<file path="config.mk">
export PLATFORM = sky130hd
export DESIGN_NAME = phase_clkgen
export DESIGN_NICKNAME = d
export VERILOG_FILES = /design/src/rtl/phase_clkgen.sv
export SDC_FILE = /design/constraint.sdc
export NUM_CORES = 1
export LEC_CHECK = 0
export CAP_MARGIN = 10
export CORE_MARGIN = 5
export CORE_UTILIZATION = 55
export CTS_CLUSTER_SIZE = 8
export DETAILED_ROUTE_END_ITERATION = 10
export PLACE_DENSITY = 0.81
export SYNTH_ARGS = -nofsm -noshare
export SYNTH_HDL_FRONTEND = slang
export SYNTH_SLANG_ARGS = --single-unit
</file>
<file path="constraint.sdc">
create_clock -name clk -period 5.91 [get_ports clk]
set_clock_uncertainty 0.2 [all_clocks]
set_input_delay 1.182 -clock clk [delete_from_list [all_inputs] [get_ports clk]]
set_output_delay 1.182 -clock clk [all_outputs]
set_load 0.01 [all_outputs]
</file>
<file path="src/rtl/phase_clkgen.sv">
module phase_clkgen #(
  parameter int ACC_W = 24
) (
  input  logic             clk,
  input  logic             rst_n,
  input  logic             ftw_we,
  input  logic [ACC_W-1:0] ftw_in,
  input  logic             stop_req,
  output logic             line_out,
  output logic             busy
);
  localparam logic [ACC_W-1:0] PRESET = {1'b1, {(ACC_W-1){1'b0}}};

  logic             pend_v, pend_stop, run;
  logic [ACC_W-1:0] pend_ftw, ftw_q, acc;

  always_ff @(posedge clk or negedge rst_n) begin
    if (!rst_n) begin
      pend_v    <= 1'b0;
      pend_stop <= 1'b0;
      pend_ftw  <= '0;
      ftw_q     <= '0;
      acc       <= '0;
      run       <= 1'b0;
    end else begin
      pend_v    <= ftw_we | stop_req;
      pend_stop <= stop_req & ~ftw_we;
      if (ftw_we) pend_ftw <= ftw_in;
      if (pend_v) begin
        if (pend_stop) begin
          run <= 1'b0;
        end else begin
          run   <= 1'b1;
          ftw_q <= pend_ftw;
          acc   <= PRESET;
        end
      end else if (run) begin
        acc <= acc + ftw_q;
      end
    end
  end

  assign line_out = run & acc[ACC_W-1];
  assign busy     = pend_v;
endmodule


</file>
==> results of run 1 <==
## flip-flops by register name (all words and copies together), names as in the netlist
name and count:
acc 24, ftw_q 24, pend_ftw 24, busy 1
pend_stop 1, run 1
## cell usage in the layout, fill, tap and decap left out, types with 2 or more instances in the layout
cell,synthesis,routed
nor2b_1,4,3
nand2_1,30,30
mux2_2,48,48
clkinv_2,0,2
clkdlybuf4s50_1,0,28
a221oi_2,2,2
nand2b_1,2,2
xor2_1,9,9
clkinvlp_4,0,2
nand3_1,4,4
o211ai_1,2,2
xnor2_1,10,10
a22o_1,3,3
a21oi_1,21,21
a21o_1,10,10
inv_1,7,7
o21ai_0,25,25
nor2_1,8,7
buf_4,0,3
clkbuf_8,0,11
o21bai_1,3,3
nand4_1,5,5
dfrtp_1,75,75
ha_1,23,23
nor3_1,3,3
## cell type report
class / instances / area, sq um
clock buffers: 12 / 155.1
clock inverters: 4 / 25.02
fillers: 530 / 2401
inverters: 7 / 26.28
multi-input cells: 235 / 1887
flip-flops and latches: 75 / 1877
well taps: 96 / 120.1
repair buffers: 31 / 302.8
## worst max-delay path, delay by kind of cell (launching register included)
kind	cells	cell delay, ns
AO/OA/AOI/OAI	7	1.55
adder cells (fa/ha/maj)	2	0.65
flip-flops	1	0.39
XOR/XNOR	1	0.17
## cell families (layout without fill, tap and decap cells)
group,Yosys count,count (layout),synth area share (%)
AOI/OAI and AO/OA,81,81,14.86
DFF,75,75,49.00
and+or+nand+nor,63,63,7.776
muxes,48,48,14.11
adders and majority gates,24,24,8.037
xor gates and xnor gates,19,19,4.345
buffers and inverters,19,54,1.862
## power groups by stage
stage / Clock [mW] / Sequential (mW) / Combinational (mW)
2_1_floorplan: 0 / 0.628 / 0.345
3_3_place_gp: 0 / 0.638 / 0.425
3_5_place_dp: 0 / 0.643 / 0.442
4_1_cts: 0.368 / 0.634 / 0.446
5_1_grt: 0.386 / 0.643 / 0.500
6_report: 0.358 / 0.634 / 0.446
## worst min-delay path by stage
| stage | to | cells past startpoint | slack [ns] |
|---|---|---|---|
| 2_1_floorplan | acc[10]$_DFFE_PN0P_ | 2 | 0.25 |
| 3_3_place_gp | acc[8]$_DFFE_PN0P_ | 2 | 0.27 |
| 3_5_place_dp | acc[7]$_DFFE_PN0P_ | 2 | 0.28 |
| 4_1_cts | acc[7]$_DFFE_PN0P_ | 2 | 0.30 |
| 5_1_grt | acc[2]$_DFFE_PN0P_ | 2 | 0.32 |
| 6_report | acc[7]$_DFFE_PN0P_ | 2 | 0.29 |
## metrics by stage
step | util [%] | cells
detailed placement | 62.01 | 444
CTS | 64.66 | 460
finish | 64.66 | 460
floorplan | - | 329
global route | 64.66 | 460
global placement | 62.01 | 444
## per-layer routing
metal	up-vias	global-route usage (%)
li1	1244	-
met1	1293	23.92
met2	57	29.54
met3	16	2.816
met4	0	8.547
met5	-	0
==> summary by stage, run 1 <==
Run status
The run finished with clean final reports.

CTS
For the worst-skew pair, the clock arrives at the later sink with an insertion delay of 0.35 ns. Clock-pin slew was measured on the worst setup and hold paths at 0.08 ns. Clock tree synthesis found a total of 75 sinks. The number of post-CTS setup repair buffers is 0.

Hold repair after CTS inserted 0 buffers. The CTS tree is yes. The number of resized instances in the post-cts repair step is 0. The total clock buffers created by CTS is 9. The maximum clock path buffer count is 2. The maximum level of the CTS H-tree is 3. The CTS root buffer is clkbuf_8.

Synth
The cell type with the largest total area after synthesis is dfrtp_1. The sequential area share after synthesis is 49.00%. The mapped netlist covers 0.003830 sq mm. After synthesis, the most frequently instantiated cells are dfrtp_1, mux2_2, nand2_1, o21ai_0, ha_1. The number of synthesis warnings is 0. Of the post-synthesis cell area, the dominant cell type holds 49.00%. The number of instances in the synthesized netlist is 329. The number of nets handed over by synthesis was 381. The dominant cell by count in the synthesized netlist is dfrtp_1. The most frequently used flop master after synthesis is dfrtp_1.

By area the synthesized netlist is led by dfrtp_1, mux2_2, ha_1, o21ai_0, nand2_1. Synthesis inferred 75 register bits. The proportion of synthesized flip-flops having asynchronous set or reset is 100.0%. A synthesized cell averages 11.64 sq um. The number of distinct library cells after synthesis is 45.

Yosys mapped a number of flops with a built-in enable equal to 0.

Route
Dividing the detail-routed via count by the number of cells gives 5.674. The routed design uses 264 microns of met3 wire. The number of vias in the routed layout is 2610. Wire segments on met2 add up to 3441 microns in the final route.

For this block, wires on met1 add up to 3367 microns. The detailed router used layers up to and including met4. In the routed design, unresolved DRC markers number 0. The iteration count of the initial detailed-routing pass is 4.

In this run, the number of DRC markers left after iteration 0 of detailed routing was 132. In the final routed layout, each cell accounts on average for 15.68 microns. The final layout contains routed wiring with a total length of 7215 microns. The detail route stage leaves a number of antenna-violating nets equal to 0.

Power and ir drop
The internal portion of total power is 969.7 uW. The power after layout is 1.437 mW. The relative contribution of sequential cells to total power is 44.1%. The clock network is responsible for 24.9% of the overall power. The share of total power dissipated in combinational logic is 31.0%.

Across the VDD grid, the largest voltage drop is 0.1800 mV. In this run switching power makes up 32.54% of total power. Dividing total power by cell area gives a power density of 327.2 mW/mm^2.

The reported leakage power is 1.948 nW. The analysis attributes to net switching a power of 467.8 uW.

Critical path
The beginning of the worst register-to-register path is ftw_q[0]$_DFFE_PN0P_. In this run the worst setup path begins at ftw_q[0]$_DFFE_PN0P_. Across all register-to-register paths, the minimum setup slack is 2.82 ns. The worst reg-to-reg path cell count is 10. On the worst path, the slowest cell contributes a delay of 0.41 ns. The largest driver fanout on the critical path is 5.

For the worst setup path, the data required time is 5.92 ns. The endpoint of the lowest-slack register-to-register path is acc[22]$_DFFE_PN0P_. The worst setup path is captured at a flop. For the worst setup path, the data arrival time is 3.10 ns. The capturing instance or port of the critical path is acc[22]$_DFFE_PN0P_. By startpoint and endpoint, the worst setup path is classified as reg -> reg. For this design, the slowest cell found on the critical path is fa_1.

The kind of launch point of the worst setup path is a flop. The signal on the critical path passes through ha_1, fa_1, a21o_1, a221oi_2, o211ai_2, a41oi_2, o211ai_1, a221oi_2, xor2_1, o21ai_1. The library cell appearing most often on the critical path is a221oi_2.

Cells and area
The number of diodes added for antenna fixing is 0. From synthesis to final layout, the design area changed by 14.70%. After routing the design area is 0.004393 sq mm. Of the cells placed in the final design, the portion with a size suffix greater than 1 is 22.53%.

In the final design database the tool counted 411 nets.

Timing
The headroom to the max-slew limit is 30.00%. The final hold slack is 0.2902 ns. At the pin with the least slew margin, the transition time is 1.049 ns.

Timing would allow up to 323.6 MHz. The number of max-slew violations in the final report came to 0. The minimum clock period after layout is 3.090 ns. The hold violation total from the final report is 0. Setup repair after global routing left no endpoint under its margin. Setup slack closes at 2.820 ns. Setup violations remaining at the end of the flow were counted as 0. The final cycle utilization of the critical path is 52.29%. Setup total negative slack on the finished layout was measured at 0 ns.

Placed design
After legalization and detailed placement, the total HPWL measured 4966 microns. The placed cell area is 0.004213 sq mm. Routability-driven placement finished with a final weighted congestion of 0.8854. The number of buffers inserted by port buffering is 29.

Timing analysis after detailed placement gives a worst setup slack of 2.819 ns.

Global route
The wire length of the first global-routing pass is 12640 microns. The largest net degree at the start of global routing is 76. The total global routing track utilization is 18.21%. The number of antenna violations at the first check in global routing is 0.

The via count of the first global-routing pass is 2782. Summed over all layers, the global routing overflow is 0.

Floorplan
The die is 93.45 microns tall. The die extent in x is 93.45 microns. In this run the count of I/O pins placed on the die edge is 30. In this run the standard cell core region covers 0.006794 sq mm.

Once the floorplan was initialized, standard cells occupied 56.37% of the core. The area enclosed by the die boundary is 0.008732 sq mm. Row generation in the floorplan step produced 30 rows.

Min path
The worst min-delay path class is reg -> reg. The startpoint of the lowest-slack hold path is acc[7]$_DFFE_PN0P_.

Run
Across the run, the number of max-cap violations was 0.
Note: power is estimated with default switching activity, not from simulation.
==> run 2, diff against run 1 <==
Settings changed: CORE_UTILIZATION 55 to 53.
Clock period 5.91 ns to 2.6 ns, I/O delays scaled along.
==> summary by stage, run 2 (synthesis results as in run 1) <==
Run status
The run finished, with violations left. The final reports fail on negative setup slack.

Critical path
The kind of launch point of the worst setup path is a flop. The arrival time of the worst setup path is 2.85 ns. The slowest stage of the critical path belongs to the cell dfrtp_1.

The kind of critical path is reg -> reg. STA classifies the critical path endpoint as a flop. The register-to-register setup slack is -0.26 ns. The critical path goes through ha_4, fa_2, a21o_1, a221oi_2, o211ai_2, a41oi_2, o211ai_1, a221oi_2, xor2_1, o21ai_1. The worst register-to-register path begins at acc[0]$_DFFE_PN0P_. For the worst setup path, the data required time is 2.59 ns.

The endpoint of the lowest-slack register-to-register path is acc[22]$_DFFE_PN0P_. The worst reg-to-reg path cell count is 10. Among the stages of the critical path, the cell type that occurs most often is a221oi_2. The largest driver fanout on the critical path is 2. The biggest cell delay along the critical path is 0.41 ns.

CTS
The maximum level of the CTS H-tree is 3. The clock reaches the later pin of the worst-skew pair after 0.34 ns. The CTS tree is yes. The TritonCTS sink count is 75. Counting the buffers created by CTS gives 9. After clock tree synthesis, the clock-pin slew on the worst setup and hold paths is 0.07 ns. The CTS root buffer is clkbuf_8. The maximum clock path buffer count is 2.

Floorplan
The initial core utilization is 53.66%. The number of standard-cell rows in the floorplan is 31. The number of top-level pins is 30. The die covers 0.009026 sq mm. The core footprint is 0.007137 sq mm.

The die is 95.01 microns wide. The die boundary height is 95.01 microns.

Placed design
At the placement stage, the worst setup path has a slack of -0.2044 ns. Routability-driven placement finished with a final weighted congestion of 0.8877. Detailed placement finished with a half-perimeter wire length of 5092 microns.

In this run the tool buffered the top-level ports with 29 buffer cells.

Timing
The worst pin sits at a relative slew slack of 42.24%. The number of max-slew violations in the final report is 0. Counting I/O delays and the setup requirement, the final critical path takes 2.857 ns. In the post-route analysis, the smallest setup slack over all paths is -0.2565 ns. The hold violation total from the final report came to 0.

Setup violations remaining at the end of the flow were counted as 7. Setup repair after global routing could not meet its margin everywhere. The final cycle utilization of the critical path is 109.9%. Derived from the worst setup path, the maximum achievable clock frequency is 350.1 MHz.

At the pin with the least slew margin, the transition time is 0.8664 ns.

Power and ir drop
VDD sags by at most 0.3875 mV. The power density over the cells is 750.4 mW/mm^2. Summed over all cells, the static leakage comes to 2.083 nW. The completed layout was analyzed and its total power is 3.523 mW.

Cells and area
Fill cells in the final layout number 559. In the final layout, the registers with the most flip-flops are acc: 24 flops, ftw_q: 24 flops, pend_ftw: 24 flops. The repair_antennas step left the layout with diodes totalling 0.

The area used by multi-input combinational logic is 0.001966 sq mm. Cells with a size suffix above 1 make up 29.64% of the layout. The library cells used most frequently in the layout, excluding fill and tap cells, are dfrtp_1, mux2_2, nand2_1. The post-layout net count is 436. Compared with the post-synthesis result, the final layout area differs by 22.61%. Across the whole layout, storage elements account for 0.001877 sq mm. The library cell used most frequently in the layout, excluding fill and tap cells, is dfrtp_1.

Route
Wires add up to 7893 microns. The first routing iteration left 144 violations. The average wire per standard cell is 16.21 microns. The post-detailed-route DRC marker count is 0. The via count normalized by instance count is 5.671. The number of nets still failing antenna checks after routing is 0. The iteration count of the initial detailed-routing pass is 5.

The routed layout has 2762 vias.

Global route
The number of antenna violations at the first check in global routing is 0. The layer flagged by global routing as most heavily used is met2. In the global route stage, met3 resource usage came out at 3.187%.

Global routing consumed, over all layers together, 18.47% of the routing resources. For this run the aggregate overflow at the end of global routing stands at 0. For this run, global-route usage on met2 was measured as 30.59%. The via count of the first global-routing pass is 2871. The largest net degree at the start of global routing is 42. The met1 demand-to-capacity share in global routing is 23.25%. The first global-routing pass estimated 13010 microns of wire.

Run
The tool flagged a number of max-cap violations equal to 0.

Min path
The worst min-delay path class is reg -> reg. The worst hold path was traced through 2 stages. The startpoint of the lowest-slack hold path is acc[13]$_DFFE_PN0P_.

For hold timing, the worst endpoint is acc[13]$_DFFE_PN0P_.
-- run 2: cell types whose count changed in the layout (fill, tap and decap cells not counted), moves of 2 or more --
| cell | change |
|---|---|
| o21ai_0 | -4 |
| a21oi_2 | +3 |
| o21ai_2 | +2 |
| a21oi_1 | -3 |
| clkinvlp_4 | -2 |
| buf_4 | +22 |
| ha_4 | +4 |
| ha_1 | -4 |
| o21ai_1 | +2 |
-- run 2: per-layer routing --
layer	routed length, microns	share of wire [%]
met1	3381	43
met2	3932	50
met3	390	4.9
met4	189	2.4
met5	0	0
-- run 2: worst max-delay path, delay by kind of cell, from the launching register on --
kind,cells,cell delay (ns)
adders and majority gates,2,0.53
DFF,1,0.41
xor gates and xnor gates,1,0.18
AOI/OAI and AO/OA,7,1.40
-- run 2: area by class of cell --
class                      count  share of cell area (%)
timing repair buffer          56                   10.84
tap                           99                   2.638
clock buffer                  13                   3.384
clock inverter                 2                  0.7461
multi-input combinational    235                   41.86
inverter                       7                  0.5596
sequential                    75                   39.97
-- run 2: metrics by stage --
stage | util [%] | cells | hold slack [ns] | instance area (sq um) | setup TNS (ns)
final | 65.80 | 487 | 0.2889 | 4696 | -0.9975
after global routing | 65.80 | 487 | 0.3154 | 4696 | -1.755
after CTS | 64.76 | 483 | 0.2934 | 4622 | -0.6433
after detailed placement | 60.55 | 459 | 0.2782 | 4322 | -0.6421
after global placement | 60.55 | 459 | 0.2662 | 4322 | -0.3308
after floorplan | - | 329 | 0.02441 | 3835 | -0.04700
-- run 2: worst max path at each step --
| stage | start | to | slack (ns) | cells past startpoint |
|---|---|---|---|---|
| 5_1_grt | acc[0]$_DFFE_PN0P_ | acc[22]$_DFFE_PN0P_ | -0.34 | 10 |
| 6_report | acc[0]$_DFFE_PN0P_ | acc[22]$_DFFE_PN0P_ | -0.26 | 10 |
| 2_1_floorplan | ftw_q[0]$_DFFE_PN0P_ | acc[22]$_DFFE_PN0P_ | -0.05 | 10 |
| 3_3_place_gp | ftw_q[0]$_DFFE_PN0P_ | acc[22]$_DFFE_PN0P_ | -0.16 | 10 |
| 3_5_place_dp | ftw_q[0]$_DFFE_PN0P_ | acc[22]$_DFFE_PN0P_ | -0.20 | 10 |
| 4_1_cts | ftw_q[0]$_DFFE_PN0P_ | acc[22]$_DFFE_PN0P_ | -0.18 | 10 |
-- run 2: timing repair --
item / 4_1_cts / 5_1_grt
pin swaps: 13 / 13
gates resized for setup: 6 / 10
hold buffers: 1 / 0
endpoints found under the hold margin: 34 / 0
buffers inserted: 8 / 4
setup endpoints to repair: 7 / 11
-- run 2: power breakdown --
group | internal [mW] | leakage [nW] | switching (mW)
Combinational | 0.585 | 1.07 | 0.601
Clock | 0.490 | 0.0995 | 0.399
Sequential | 1.34 | 0.916 | 0.113
